$ cat src/rtl/dpcmp_pkg.sv
package dpcmp_pkg;
  localparam int FP_W    = 64;
  localparam int EXP_W   = 11;
  localparam int FRAC_W  = 52;
  localparam int MAG_W   = FP_W - 1;
  localparam int PRED_W  = 5;
  localparam int BASE_W  = PRED_W - 1;
  localparam int LEG_W   = 3;

  typedef struct packed {
    logic is_nan;
    logic is_snan;
    logic is_qnan;
    logic is_zero;
    logic is_sub;
  } fp_class_t;

  typedef enum logic [BASE_W-1:0] {
    P_EQ     = 4'd0,
    P_LT     = 4'd1,
    P_LE     = 4'd2,
    P_UNORD  = 4'd3,
    P_NE     = 4'd4,
    P_NLT    = 4'd5,
    P_NLE    = 4'd6,
    P_ORD    = 4'd7,
    P_EQ_U   = 4'd8,
    P_NGE    = 4'd9,
    P_NGT    = 4'd10,
    P_NEVER  = 4'd11,
    P_NE_O   = 4'd12,
    P_GE     = 4'd13,
    P_GT     = 4'd14,
    P_ALWAYS = 4'd15
  } base_pred_e;

  function automatic fp_class_t classify(input logic [FP_W-1:0] v);
    fp_class_t c;
    logic exp_ones, exp_zero, frac_nz;
    exp_ones  = &v[FP_W-2:FRAC_W];
    exp_zero  = ~|v[FP_W-2:FRAC_W];
    frac_nz   = |v[FRAC_W-1:0];
    c.is_nan  = exp_ones & frac_nz;
    c.is_qnan = c.is_nan & v[FRAC_W-1];
    c.is_snan = c.is_nan & ~v[FRAC_W-1];
    c.is_zero = exp_zero & ~frac_nz;
    c.is_sub  = exp_zero & frac_nz;
    return c;
  endfunction

  // Signed less-than on two non-NaN values, zeros treated as equal.
  function automatic logic signed_less(input logic [FP_W-1:0] a,
                                       input logic [FP_W-1:0] b,
                                       input logic both_zero);
    logic [MAG_W-1:0] ma, mb;
    logic r;
    ma = a[MAG_W-1:0];
    mb = b[MAG_W-1:0];
    if (both_zero)                r = 1'b0;
    else if (a[FP_W-1] != b[FP_W-1]) r = a[FP_W-1];
    else if (a[FP_W-1])           r = (mb < ma);
    else                          r = (ma < mb);
    return r;
  endfunction

  function automatic logic base_signaling(input logic [BASE_W-1:0] b);
    return b[0] ^ b[1];
  endfunction
endpackage

$ cat src/rtl/dpcmp_classify.sv
module dpcmp_classify
  import dpcmp_pkg::*;
(
  input  logic [FP_W-1:0] value,
  output fp_class_t       cls
);
  always_comb cls = classify(value);
endmodule

$ cat src/rtl/dpcmp_order.sv
module dpcmp_order
  import dpcmp_pkg::*;
(
  input  logic [FP_W-1:0] a,
  input  logic [FP_W-1:0] b,
  input  logic            a_nan,
  input  logic            b_nan,
  input  logic            a_zero,
  input  logic            b_zero,
  output logic            unord,
  output logic            eq,
  output logic            lt
);
  logic both_zero;
  always_comb begin
    both_zero = a_zero & b_zero;
    unord     = a_nan | b_nan;
    eq        = ~unord & ((a == b) | both_zero);
    lt        = ~unord & signed_less(a, b, both_zero);
  end
endmodule

$ cat src/rtl/dpcmp_predicate.sv
module dpcmp_predicate
  import dpcmp_pkg::*;
(
  input  logic [PRED_W-1:0] code,
  input  logic              unord,
  input  logic              eq,
  input  logic              lt,
  output logic              holds,
  output logic              signaling
);
  base_pred_e base;
  always_comb begin
    base      = base_pred_e'(code[BASE_W-1:0]);
    signaling = base_signaling(code[BASE_W-1:0]) ^ code[PRED_W-1];
    unique case (base)
      P_EQ:     holds = eq;
      P_LT:     holds = lt;
      P_LE:     holds = lt | eq;
      P_UNORD:  holds = unord;
      P_NE:     holds = unord | ~eq;
      P_NLT:    holds = unord | ~lt;
      P_NLE:    holds = unord | ~(lt | eq);
      P_ORD:    holds = ~unord;
      P_EQ_U:   holds = unord | eq;
      P_NGE:    holds = unord | lt;
      P_NGT:    holds = unord | lt | eq;
      P_NEVER:  holds = 1'b0;
      P_NE_O:   holds = ~unord & ~eq;
      P_GE:     holds = ~unord & ~lt;
      P_GT:     holds = ~unord & ~lt & ~eq;
      P_ALWAYS: holds = 1'b1;
      default:  holds = 1'b0;
    endcase
  end
endmodule

$ cat src/rtl/dpcmp_unit.sv
module dpcmp_unit
  import dpcmp_pkg::*;
#(
  parameter int DEST_W = 256
) (
  input  logic              clk,
  input  logic              rst_n,
  input  logic              in_valid,
  input  logic              ext_mode,
  input  logic [PRED_W-1:0] pred,
  input  logic [DEST_W-1:0] src_a,
  input  logic [FP_W-1:0]   src_b,
  output logic              out_valid,
  output logic [DEST_W-1:0] result,
  output logic              flag_invalid,
  output logic              flag_denormal
);
  localparam int UP_W   = DEST_W - FP_W;
  localparam int LANE_W = 2 * FP_W;

  fp_class_t         cls [2];
  logic [FP_W-1:0]   ops [2];
  logic [PRED_W-1:0] pred_eff;
  logic              rel_unord, rel_eq, rel_lt;
  logic              pred_holds, pred_signaling;
  logic              snan_any, qnan_any, sub_any;
  logic              next_invalid;
  logic [UP_W-1:0]   upper_ext, upper_next;
  logic [DEST_W-1:0] next_result;

  assign ops[0] = src_a[FP_W-1:0];
  assign ops[1] = src_b;

  for (genvar i = 0; i < 2; i++) begin : g_cls
    dpcmp_classify u_cls (.value(ops[i]), .cls(cls[i]));
  end

  dpcmp_order u_order (
    .a(ops[0]), .b(ops[1]),
    .a_nan(cls[0].is_nan), .b_nan(cls[1].is_nan),
    .a_zero(cls[0].is_zero), .b_zero(cls[1].is_zero),
    .unord(rel_unord), .eq(rel_eq), .lt(rel_lt)
  );

  assign pred_eff = ext_mode ? pred : {{(PRED_W-LEG_W){1'b0}}, pred[LEG_W-1:0]};

  dpcmp_predicate u_pred (
    .code(pred_eff), .unord(rel_unord), .eq(rel_eq), .lt(rel_lt),
    .holds(pred_holds), .signaling(pred_signaling)
  );

  assign snan_any     = cls[0].is_snan | cls[1].is_snan;
  assign qnan_any     = cls[0].is_qnan | cls[1].is_qnan;
  assign sub_any      = cls[0].is_sub  | cls[1].is_sub;
  assign next_invalid = snan_any | (qnan_any & pred_signaling);

  if (DEST_W > LANE_W) begin : g_wide
    assign upper_ext = {{(DEST_W-LANE_W){1'b0}}, src_a[LANE_W-1:FP_W]};
  end else begin : g_exact
    assign upper_ext = src_a[LANE_W-1:FP_W];
  end

  assign upper_next  = ext_mode ? upper_ext : src_a[DEST_W-1:FP_W];
  assign next_result = {upper_next, {FP_W{pred_holds}}};

  always_ff @(posedge clk or negedge rst_n) begin
    if (!rst_n) begin
      out_valid     <= 1'b0;
      result        <= '0;
      flag_invalid  <= 1'b0;
      flag_denormal <= 1'b0;
    end else begin
      out_valid     <= in_valid;
      flag_invalid  <= in_valid & next_invalid;
      flag_denormal <= in_valid & sub_any;
      if (in_valid) result <= next_result;
    end
  end
endmodule

$ cat config.mk
export PLATFORM = sky130hd
export DESIGN_NAME = dpcmp_unit
export DESIGN_NICKNAME = d
export VERILOG_FILES = /design/src/rtl/dpcmp_pkg.sv /design/src/rtl/dpcmp_classify.sv /design/src/rtl/dpcmp_order.sv /design/src/rtl/dpcmp_predicate.sv /design/src/rtl/dpcmp_unit.sv
export SDC_FILE = /design/constraint.sdc
export NUM_CORES = 1
export LEC_CHECK = 0
export ABC_AREA = 1
export BUFFER_PORTS_ARGS = -buffer_cell sky130_fd_sc_hd__buf_2
export CORE_AREA = 4 4 225 227
export CTS_CLUSTER_DIAMETER = 120
export DETAILED_ROUTE_END_ITERATION = 6
export DIE_AREA = 0 0 229 231
export GPL_TIMING_DRIVEN = 0
export HOLD_SLACK_MARGIN = 0.02
export PLACE_DENSITY = 0.53
export SYNTH_ARGS = -nofsm -noshare
export SYNTH_HDL_FRONTEND = slang
export SYNTH_SLANG_ARGS = --single-unit
$ cat constraint.sdc
create_clock -name clk -period 2.47 [get_ports clk]
set_clock_uncertainty 0.2 [all_clocks]
set_input_delay 0 -clock clk [delete_from_list [all_inputs] [get_ports clk]]
set_output_delay 0 -clock clk [all_outputs]
set_load 0.005 [all_outputs]
==> impl_metrics.csv, run 1 <==
group,metric,value,unit
setup_path,startpoint_type,"primary input",
cts,clock_sinks,196,
floorplanning,die-area,0.05290,mm^2
setup_path,crit_path_start,"src_a[60]",
detailed_routing,drc,0,
yosys,yosysTopAreaCellShare,45.90,%
timing,slew_violations,0,
cts,clock_latency,0.46,ns
grt,first_global_vias,12230,
timing,max_freq,433.8,MHz
outcome,status,"completed",
detailed_routing,drt-initial-drc-count,524,
yosys,syn_area_per_cell,7.710,um^2
yosys,yosysUniqueCellTypes,33,
setup_path,critical_path.slowest_cell,"dlygate4sd3_1",
setup_path,worst_r2r_path_depth,2,
setup_path,arrival,2.47,ns
grt,grt_pass1_wl,68330,um
setup_path,critical_path_class,"primary input to flop",
power_and_ir_drop,p_leak,9.807,nW
yosys,synth-seq-cells,196,
hold_path,worstHoldStart,"pred[1]",
yosys,syn-num-nets,1782,
timing,worst_slack,0.1647,ns
finish,syn2layout_area_growth,62.15,%
setup_path,crit_buf_inv,5,
setup_path,crit_cells,20,
floorplanning,die_w,229,um
grt,grt_max_degree,115,
setup_path,critical_path_required,2.63,ns
yosys,synthFlopType,"dfrtp_1",
setup_path,r2r-end,"result[237]",
finish,multiInputGateArea,0.004370,mm^2
detailed_routing,ant_nets,0,
hold_path,hold_depth,8,
cts,path_clk_slew,0.08,ns
setup_path,end_kind,"flop",
flow_run,drv_cap,0,
power_and_ir_drop,peakVddDrop,492.8,uV
detailed_routing,dr.pass1.iters,5,
yosys,netlist_area,0.01069,mm^2
floorplanning,die_h,231,um
power_and_ir_drop,pwr_density_cell,511.0,mW/mm^2
cts,clockBufferDepth,2,
yosys,synth_top_area_cell,"dfrtp_1",
setup_path,endpoint,"result[63]",
detailed_routing,viasPerCell,4.186,
placement,dp.final_hpwl,35410,um
hold_path,hold_class,"primary input to flop",
placement,portBuffers,587,
detailed_routing,wire_per_inst,15.76,um
power_and_ir_drop,finalPower,0.008854,W
yosys,syn_inst,1386,
detailed_routing,drt_wl_total,44900,um
timing,whs,0.05165,ns
floorplanning,coreArea,0.04865,mm^2
yosys,yosysMostFrequentCell,"nand2_1",
placement,gp_congestion,0.9652,
yosys,synth_edf_count,0,
setup_path,cp_top_family,"buffers and inverters",
detailed_routing,vias,11920,
setup_path,worst-r2r-setup-slack,1.54,ns
yosys,synth_common_cells,"nand2_1 (447), inv_1 (225), dfrtp_1 (196)",
finish,fillers,5062,
timing,slew_headroom,21.10,%
grt,grt-ovfl-total,0,
setup_path,rr_startpoint,"result[237]",
finish,finish.utilization,35.62,%
timing,finalCriticalPeriod,2.305,ns
placement,pre_cts_ws,0.01093,ns
cts,tritoncts,"yes",
timing,period_share,93.33,%
timing,hold_violations,0,
floorplanning,io_pins,588,
yosys,synth.area.top_cells,"dfrtp_1 (46%), nand2_1 (16%), inv_1 (7.9%), ha_1 (7.8%), o21ai_0 (5.9%)",
yosys,seq_area_frac_synth,45.90,%
cts,cts_root_buffer,"clkbuf_16",
yosys,postSynth.asyncResetShare,100.0,%
cts,cts_buffers,17,
timing,worst_slew_pin_slew,1.183,ns
setup_path,path_cells,"dlygate4sd3_1 -> buf_2 -> inv_1 -> ha_4 -> nand2_2 -> nor2_4 -> buf_4 -> a21oi_2 -> nand3_1 -> nor2_1 -> nand2_2 -> a21oi_4 -> buf_4 -> nand3_1 -> nand2_1 -> nand2_1 -> a21oi_1 -> nand2_1 -> nand2_1 -> nand2_1",
finish,layout-drive-gt1-share,32.79,%
timing,setup_violations,0,
cts,htreeDepth,4,
floorplanning,rows,81,
setup_path,crit_fanout,4,
setup_path,path_common_cell,"nand2_1",
grt,grt_usage,16.45,%
yosys,yosysWarnings,0,
setup_path,cpPeakStageDelay,0.53,ns
floorplanning,initial_core_util,21.97,%
finish,seqCellArea,0.004906,mm^2
finish,nNetsFinal,2607,
grt,antenna_found_initial,4,
## logic make-up (layout without fill, tap and decap cells)
logic type / after synthesis / after routing / synth area share [%]
other: 0 / 3 / 0
flip-flops: 196 / 196 / 45.90
buffers and inverters: 340 / 1177 / 14.18
adder cells (fa/ha/maj): 67 / 67 / 7.844
AND/OR/NAND/NOR: 613 / 613 / 23.84
AO/OA/AOI/OAI: 168 / 168 / 8.079
XOR/XNOR: 2 / 2 / 0.1639
## cell type report
| cell class | instances | area share, % |
|---|---|---|
| inverter | 235 | 5.105 |
| clock inverter | 12 | 0.8376 |
| clock buffer | 19 | 2.556 |
| multi-input combinational | 850 | 25.22 |
| timing repair buffer | 806 | 29.79 |
| sequential | 196 | 28.31 |
| tap | 622 | 4.491 |
| antenna | 3 | 0.04332 |
| buffer | 105 | 3.639 |
## where the power goes
group,switching [W],leakage [nW],internal (W)
clock network,0.00134,0.280,0.00154
logic,0.00115,7.03,0.00121
registers,0.000145,2.50,0.00347
## cell usage in the layout, fill, tap and decap left out, types with 2 or more instances in the layout
cell type and instances:
bufinv_16 2, a21o_1 4, nor3_1 12, nand4_1 24, nor2_4 2, inv_1 225, diode_2 3, ha_4 4
o21ai_0 125, nand2_1 444, inv_6 3, nor4_1 13, inv_2 9, clkbuf_16 17, dlygate4sd3_1 215, nand2_4 4
clkbuf_1 43, clkinvlp_4 3, xnor2_1 2, nand2_2 12, inv_8 2, o21ai_1 8, buf_2 586, ha_1 63
nor2_1 60, dfrtp_1 195, nand3_1 26, or2_1 4, nor2_2 4, buf_4 65, a21oi_1 26
## timing repair
action / CTS / global route
hold endpoints to repair: 392 / 0
hold buffers: 215 / 0
setup endpoints to repair: 0 / 1
resized for setup: 0 / 17
setup buffers: 0 / 2
## metrics by stage
step	cell area, um^2	std cells	TNS (ns)
after floorplan	10690	1386	0
after detailed placement	14460	2597	0
after global routing	17330	2847	-0.0007461
final	17330	2848	0
after global placement	14400	2595	-444.28
after CTS	17200	2843	0
## state kept, by name (all words and copies together) (netlist names)
register	flops
flag_invalid	1
out_valid	1
flag_denormal	1
result	193
## worst register-to-register path: cells and delay by family (launching register included)
family | cells | cell delay, ns
flip-flops | 1 | 0.43
AND/OR/NAND/NOR | 1 | 0.08
AO/OA/AOI/OAI | 1 | 0.08
## worst min path at each step
stage	slack [ns]	to
after floorplan	-0.50	flag_denormal
after global placement	0.0006	result[103]
after detailed placement	-0.15	result[233]
after CTS	0.02	result[63]
after global routing	0.07	result[114]
final	0.05	result[63]
## layer usage
layer	up-vias	track usage (%)	routed length, um
met2	497	28.58	21800
met3	85	4.874	3515
met1	5482	18.80	17900
li1	5859	-	-
met4	0	7.094	1673
met5	-	0	0
Note: power is estimated with default switching activity, not from simulation.
==> inputs of run 2 (changes only) <==
Settings changed: CORE_AREA 4 4 225 227 to unset, CORE_ASPECT_RATIO set to 0.6, CORE_MARGIN set to 4, CORE_UTILIZATION set to 25, DIE_AREA 0 0 229 231 to unset, PLACE_DENSITY 0.53 to 0.58.
==> impl_metrics.csv, run 2 (synthesis gave the netlist of run 1 again) <==
group,metric,value,unit
outcome,status,"completed",
floorplanning,die-area,0.04623,mm^2
grt,grt-ovfl-total,0,
timing,worst_slew_pin_slew,0.9762,ns
timing,hold_violations,0,
power_and_ir_drop,power_frac_comb,25.6,%
placement,pre_cts_ws,-0.3422,ns
finish,nNetsFinal,2603,
finish,largest_reg_flops,193,
timing,max_freq,426.6,MHz
setup_path,critical_path_required,2.60,ns
power_and_ir_drop,p_leak,9.799,nW
setup_path,cpPeakStageDelay,0.33,ns
finish,multiInputGateArea,0.004273,mm^2
finish,layout-drive-gt1-share,32.30,%
power_and_ir_drop,peakVddDrop,386.4,uV
finish,finalNonFillerCells,2793,
finish,fillers,4246,
floorplanning,die_w,274.9,um
setup_path,critical_path_class,"primary input to flop",
power_and_ir_drop,p_int,0.006133,W
setup_path,worst_r2r_path_depth,2,
cts,tritoncts,"yes",
cts,path_clk_slew,0.08,ns
finish,largest-register,"result",
power_and_ir_drop,switching_share,32.90,%
setup_path,path_common_cell,"nand2_1",
setup_path,crit_fanout,5,
cts,clock_sinks,196,
setup_path,startpoint_type,"primary input",
hold_path,hold_class,"primary input to flop",
detailed_routing,vias,12210,
power_and_ir_drop,seq_power_share,40.0,%
floorplanning,die_h,168.2,um
power_and_ir_drop,p_clk_share,34.5,%
setup_path,path_cells,"buf_2 -> ha_1 -> nand2_1 -> a21oi_1 -> nor2_1 -> nand2_1 -> nand2_1 -> nand3_1 -> nor2_1 -> nand2_2 -> a21oi_2 -> nand2_1 -> nand2_1 -> nand2_1 -> nand2_1 -> nand2_1 -> nor2_1 -> nand2_1 -> nand2_1 -> nand2_1",
grt,antenna_found_initial,4,
cts,clock_latency,0.45,ns
power_and_ir_drop,finalPower,0.009141,W
detailed_routing,drt_wl_total,47100,um
grt,grt_usage,19.50,%
setup_path,endpoint,"result[63]",
timing,setup-tns-final,0,ns
grt,grt_max_degree,117,
setup_path,arrival,2.47,ns
cts,clockBufferDepth,2,
timing,slew_headroom,34.92,%
timing,worst_slack,0.1257,ns
cts,cts_buffers,17,
timing,period_share,94.91,%
floorplanning,rows,58,
timing,finalCriticalPeriod,2.344,ns
setup_path,end_kind,"flop",
detailed_routing,drc,0,
timing,setup_violations,0,
grt,grt_pass1_wl,69610,um
detailed_routing,ant_nets,0,
detailed_routing,wire_per_inst,16.86,um
finish,layout_common_cells,"buf_2 (586), nand2_1 (447), inv_1 (225), dlygate4sd3_1 (214), dfrtp_1 (195)",
placement,gp_congestion,0.9545,
grt,first_global_vias,12230,
finish,finish.utilization,40.90,%
floorplanning,io_pins,588,
setup_path,r2r-end,"result[63]",
flow_run,drv_cap,0,
cts,cts_setup_buffers,0,
detailed_routing,drt-initial-drc-count,803,
floorplanning,coreArea,0.04202,mm^2
placement,portBuffers,587,
finish,seqCellArea,0.004906,mm^2
cts,cts_root_buffer,"clkbuf_16",
power_and_ir_drop,pwr_density_cell,531.9,mW/mm^2
timing,rsz0062_at_grt,"no",
setup_path,rr_startpoint,"result[63]",
finish,syn2layout_area_growth,60.80,%
placement,dp.final_hpwl,36950,um
detailed_routing,viasPerCell,4.372,
placement,dp_cells,2544,
detailed_routing,dr.pass1.iters,5,
setup_path,critical_path.slowest_cell,"ha_1",
setup_path,crit_path_start,"src_b[46]",
setup_path,worst-r2r-setup-slack,0.97,ns
floorplanning,initial_core_util,25.43,%
cts,htreeDepth,4,
power_and_ir_drop,power_switching,0.003007,W
timing,slew_violations,0,
finish,mostFrequentLayoutCell,"buf_2",
run 2: changes by cell type in the layout (fill, tap and decap cells not counted), moves of 3 or more:
cell	delta
ha_1	+4
clkinvlp_4	-3
ha_4	-4
nand2_1	+3
inv_12	+8
run 2: stage by stage:
step	hold WS, ns	cell area, um^2
floorplan	-0.4956	10690
global placement	-0.04034	14340
detailed placement	-0.1401	14380
CTS	0.02648	17170
global route	0.05853	17180
finish	0.07400	17180
run 2: area by class of cell:
type | instances | area share, %
repair buffers | 802 | 29.78
well taps | 570 | 4.150
multi-input cells | 850 | 24.87
inverters | 235 | 5.148
plain buffers | 105 | 3.670
diodes | 3 | 0.04369
clock inverters | 15 | 1.318
flip-flops and latches | 196 | 28.55
clock buffers | 17 | 2.476
run 2: how the worst min path moves through the flow:
stage                    endpoint  slack [ns]      from  cells past startpoint
floorplan           flag_denormal       -0.50     rst_n                      0
global placement        out_valid       -0.04  in_valid                      1
detailed placement    result[165]       -0.14     rst_n                      1
CTS                    result[63]        0.03   pred[3]                      7
global route            out_valid        0.06  in_valid                      2
finish                  out_valid        0.07  in_valid                      2
run 2: metal layers:
layer	part of all wire [%]	wire [um]	global-route usage (%)
met4	2.2	1024	5.116
met3	8.2	3870	5.328
met1	43	20310	25.82
met5	0.057	27	0
met2	46	21870	31.64
run 2: repair_timing:
action,4_1_cts,5_1_grt
hold buffers,214,0
endpoints found under the hold margin,392,0
endpoints found under the setup margin,0,1
resized for setup,0,1
run 2: power by group through the flow:
stage	Sequential, W	Combinational (W)	Clock, W
4_1_cts	0.00365	0.00233	0.00328
3_5_place_dp	0.00371	0.00205	0
3_3_place_gp	0.00370	0.00204	0
6_report	0.00365	0.00234	0.00315
5_1_grt	0.00369	0.00258	0.00340
2_1_floorplan	0.00372	0.000906	0
run 2: critical path: cells and delay by family:
family | cells | cell delay (ns)
AND/OR/NAND/NOR | 16 | 1.63
buffers and inverters | 1 | 0.15
AO/OA/AOI/OAI | 2 | 0.35
adder cells (fa/ha/maj) | 1 | 0.33
==> inputs of run 3 (changes only) <==
Settings changed: ABC_AREA 1 to unset, CAP_MARGIN set to 10.
==> impl_metrics.csv, run 3 <==
group,metric,value,unit
yosys,synth_common_cells,"inv_1 (198), dfrtp_1 (196), o21ai_0 (144)",
timing,hold_violations,0,
detailed_routing,drt_wl_total,46650,um
flow_run,drv_cap,0,
yosys,synth-seq-cells,196,
power_and_ir_drop,p_int,0.006256,W
yosys,syn_inst,1103,
yosys,synth.area.top_cells,"dfrtp_1 (46%), nand3b_1 (9.0%), ha_1 (7.8%), inv_1 (6.9%), o21ai_0 (6.7%)",
timing,finalCriticalPeriod,2.403,ns
setup_path,arrival,2.58,ns
setup_path,end_kind,"flop",
timing,slew_headroom,35.14,%
setup_path,worst-r2r-setup-slack,1.41,ns
setup_path,startpoint_type,"primary input",
setup_path,endpoint,"flag_denormal",
grt,first_global_vias,11320,
power_and_ir_drop,power_switching,0.002943,W
setup_path,rr_startpoint,"result[63]",
finish,layout-drive-gt1-share,39.63,%
finish,diodes,0,
setup_path,path_cells,"buf_2 -> dlygate4sd3_1 -> nor4_1 -> nand3_1 -> dlygate4sd3_1 -> o22ai_1 -> dlygate4sd3_1 -> and2_1",
timing,worst_slew_pin_slew,0.9730,ns
floorplanning,io_pins,588,
cts,clockBufferDepth,2,
yosys,seq_area_frac_synth,45.67,%
setup_path,worst_r2r_path_depth,2,
power_and_ir_drop,peakVddDrop,311.6,uV
power_and_ir_drop,p_leak,8.733,nW
power_and_ir_drop,seq_power_share,39.5,%
power_and_ir_drop,pwr_density_cell,533.8,mW/mm^2
setup_path,crit_cells,8,
timing,whs,0.04177,ns
timing,worst_slack,0.06701,ns
grt,grt_usage,19.42,%
power_and_ir_drop,finalPower,0.009198,W
finish,largest_reg_flops,193,
setup_path,cp_top_family,"buffers and inverters",
finish,largest-register,"result",
finish,layout_common_cells,"buf_2 (587), dlygate4sd3_1 (206), inv_1 (198), dfrtp_1 (195), o21ai_0 (144)",
setup_path,cpPeakStageDelay,0.59,ns
yosys,postSynth.asyncResetShare,100.0,%
placement,gp_congestion,0.9899,
cts,clock_sinks,196,
grt,grt_pass1_wl,69450,um
timing,period_share,97.29,%
floorplanning,rows,58,
yosys,synth_edf_count,0,
cts,path_clk_slew,0.08,ns
floorplanning,die-area,0.04644,mm^2
timing,setup-tns-final,0,ns
setup_path,crit_fanout,3,
yosys,syn_area_per_cell,9.736,um^2
setup_path,critical_path_required,2.65,ns
finish,syn2layout_area_growth,60.46,%
yosys,netlist_area,0.01074,mm^2
detailed_routing,dr.pass1.iters,5,
detailed_routing,drc,0,
finish,nNetsFinal,2316,
placement,portBuffers,587,
cts,tritoncts,"yes",
cts,cts_buffers,17,
floorplanning,coreArea,0.04216,mm^2
detailed_routing,ant_nets,0,
placement,pre_cts_ws,-0.7545,ns
power_and_ir_drop,p_clk_share,34.1,%
setup_path,critical_path.slowest_cell,"dlygate4sd3_1",
setup_path,path_common_cell,"dlygate4sd3_1",
timing,max_freq,416.1,MHz
outcome,status,"completed",
detailed_routing,viasPerCell,4.500,
yosys,yosysTopAreaCellShare,45.67,%
setup_path,r2r-end,"result[63]",
cts,htreeDepth,4,
grt,grt_max_degree,103,
yosys,yosysUniqueCellTypes,45,
detailed_routing,vias,11260,
timing,setup_violations,0,
yosys,syn-num-nets,1499,
hold_path,hold_class,"primary input to flop",
setup_path,critical_path_class,"primary input to flop",
floorplanning,die_h,168.5,um
detailed_routing,wire_per_inst,18.64,um
grt,grt-ovfl-total,0,
yosys,synthFlopType,"dfrtp_1",
floorplanning,initial_core_util,25.47,%
finish,mostFrequentLayoutCell,"buf_2",
cts,clock_latency,0.44,ns
power_and_ir_drop,power_frac_comb,26.4,%
floorplanning,die_w,275.6,um
yosys,yosysMostFrequentCell,"inv_1",
yosys,yosysWarnings,0,
placement,dp_cells,2262,
detailed_routing,drt-initial-drc-count,737,
grt,antenna_found_initial,0,
timing,rsz0062_at_grt,"no",
placement,dp.final_hpwl,36260,um
setup_path,crit_buf_inv,4,
cts,cts_root_buffer,"clkbuf_16",
yosys,synth_top_area_cell,"dfrtp_1",
finish,finalNonFillerCells,2503,
timing,slew_violations,0,
power_and_ir_drop,switching_share,31.99,%
setup_path,crit_path_start,"src_a[62]",
-- run 3: cell types whose count changed in the layout (fill, tap and decap cells not counted), sizes merged, moves of 8 or more --
cell / change
nand2: -441
nand3b: +128
mux2: +64
nor2: -55
nor4: +22
dlygate4sd3: -8
nand3: -13
buf: +12
o21ai: +12
inv: -40
-- run 3: worst min path at each step --
stage | end | from | cells past startpoint | slack, ns
finish | result[247] | ext_mode | 4 | 0.04
global route | result[247] | ext_mode | 4 | 0.07
CTS | result[247] | ext_mode | 4 | 0.04
detailed placement | result[124] | rst_n | 1 | -0.10
global placement | out_valid | in_valid | 1 | -0.08
floorplan | flag_denormal | rst_n | 0 | -0.50
-- run 3: layout make-up --
class                   count  area [um^2]
well taps                 570        713.2
flip-flops and latches    196         4906
repair buffers            798         5080
clock buffers              17        425.4
clock inverters            15        232.7
inverters                 198        743.2
plain buffers             114        665.6
multi-input cells         595         4466
fillers                  4175        24930
-- run 3: routing by layer --
| metal | track usage [%] | routed length, um | up-vias |
|---|---|---|---|
| met5 | 0 | 0 | - |
| li1 | - | - | 5340 |
| met1 | 26.21 | 20620 | 5463 |
| met2 | 32.37 | 22560 | 408 |
| met4 | 3.959 | 739 | 0 |
| met3 | 4.080 | 2729 | 52 |
-- run 3: logic make-up (layout without fill, tap and decap cells) --
group	count (synthesis)	after routing	share of synthesized area [%]
compound gates	203	203	10.45
xor+xnor	2	2	0.1631
fa+ha+maj	67	67	7.806
buf+inv	312	1142	13.12
flops	196	196	45.67
mux	64	64	6.711
simple gates	259	259	16.08
-- run 3: power groups by stage --
| stage | clock network [W] | logic, W | registers, W |
|---|---|---|---|
| after floorplan | 0 | 0.000935 | 0.00374 |
| after global placement | 0 | 0.00209 | 0.00373 |
| after detailed placement | 0 | 0.00215 | 0.00369 |
| after CTS | 0.00324 | 0.00242 | 0.00363 |
| after global routing | 0.00337 | 0.00267 | 0.00367 |
| final | 0.00314 | 0.00243 | 0.00364 |
-- run 3: worst min-delay path: stages --
cell and delay (ns):
buf_2 0.15, clkbuf_1 0.22, nand3b_1 0.21, o21ai_0 0.06
-- run 3: stage by stage --
| stage | instance area (um^2) | utilization, % |
|---|---|---|
| 3_3_place_gp | 14390 | 34.13 |
| 3_5_place_dp | 14450 | 34.27 |
| 2_1_floorplan | 10740 | - |
| 6_report | 17230 | 40.87 |
| 4_1_cts | 17200 | 40.78 |
| 5_1_grt | 17230 | 40.87 |
-- run 3: timing repair --
item                                    CTS  global route
endpoints found under the setup margin    1             3
gates resized for setup                   4             3
hold endpoints to repair                319             0
pin swaps                                 0             3
hold buffers                            206             0
buffers inserted                          0             3
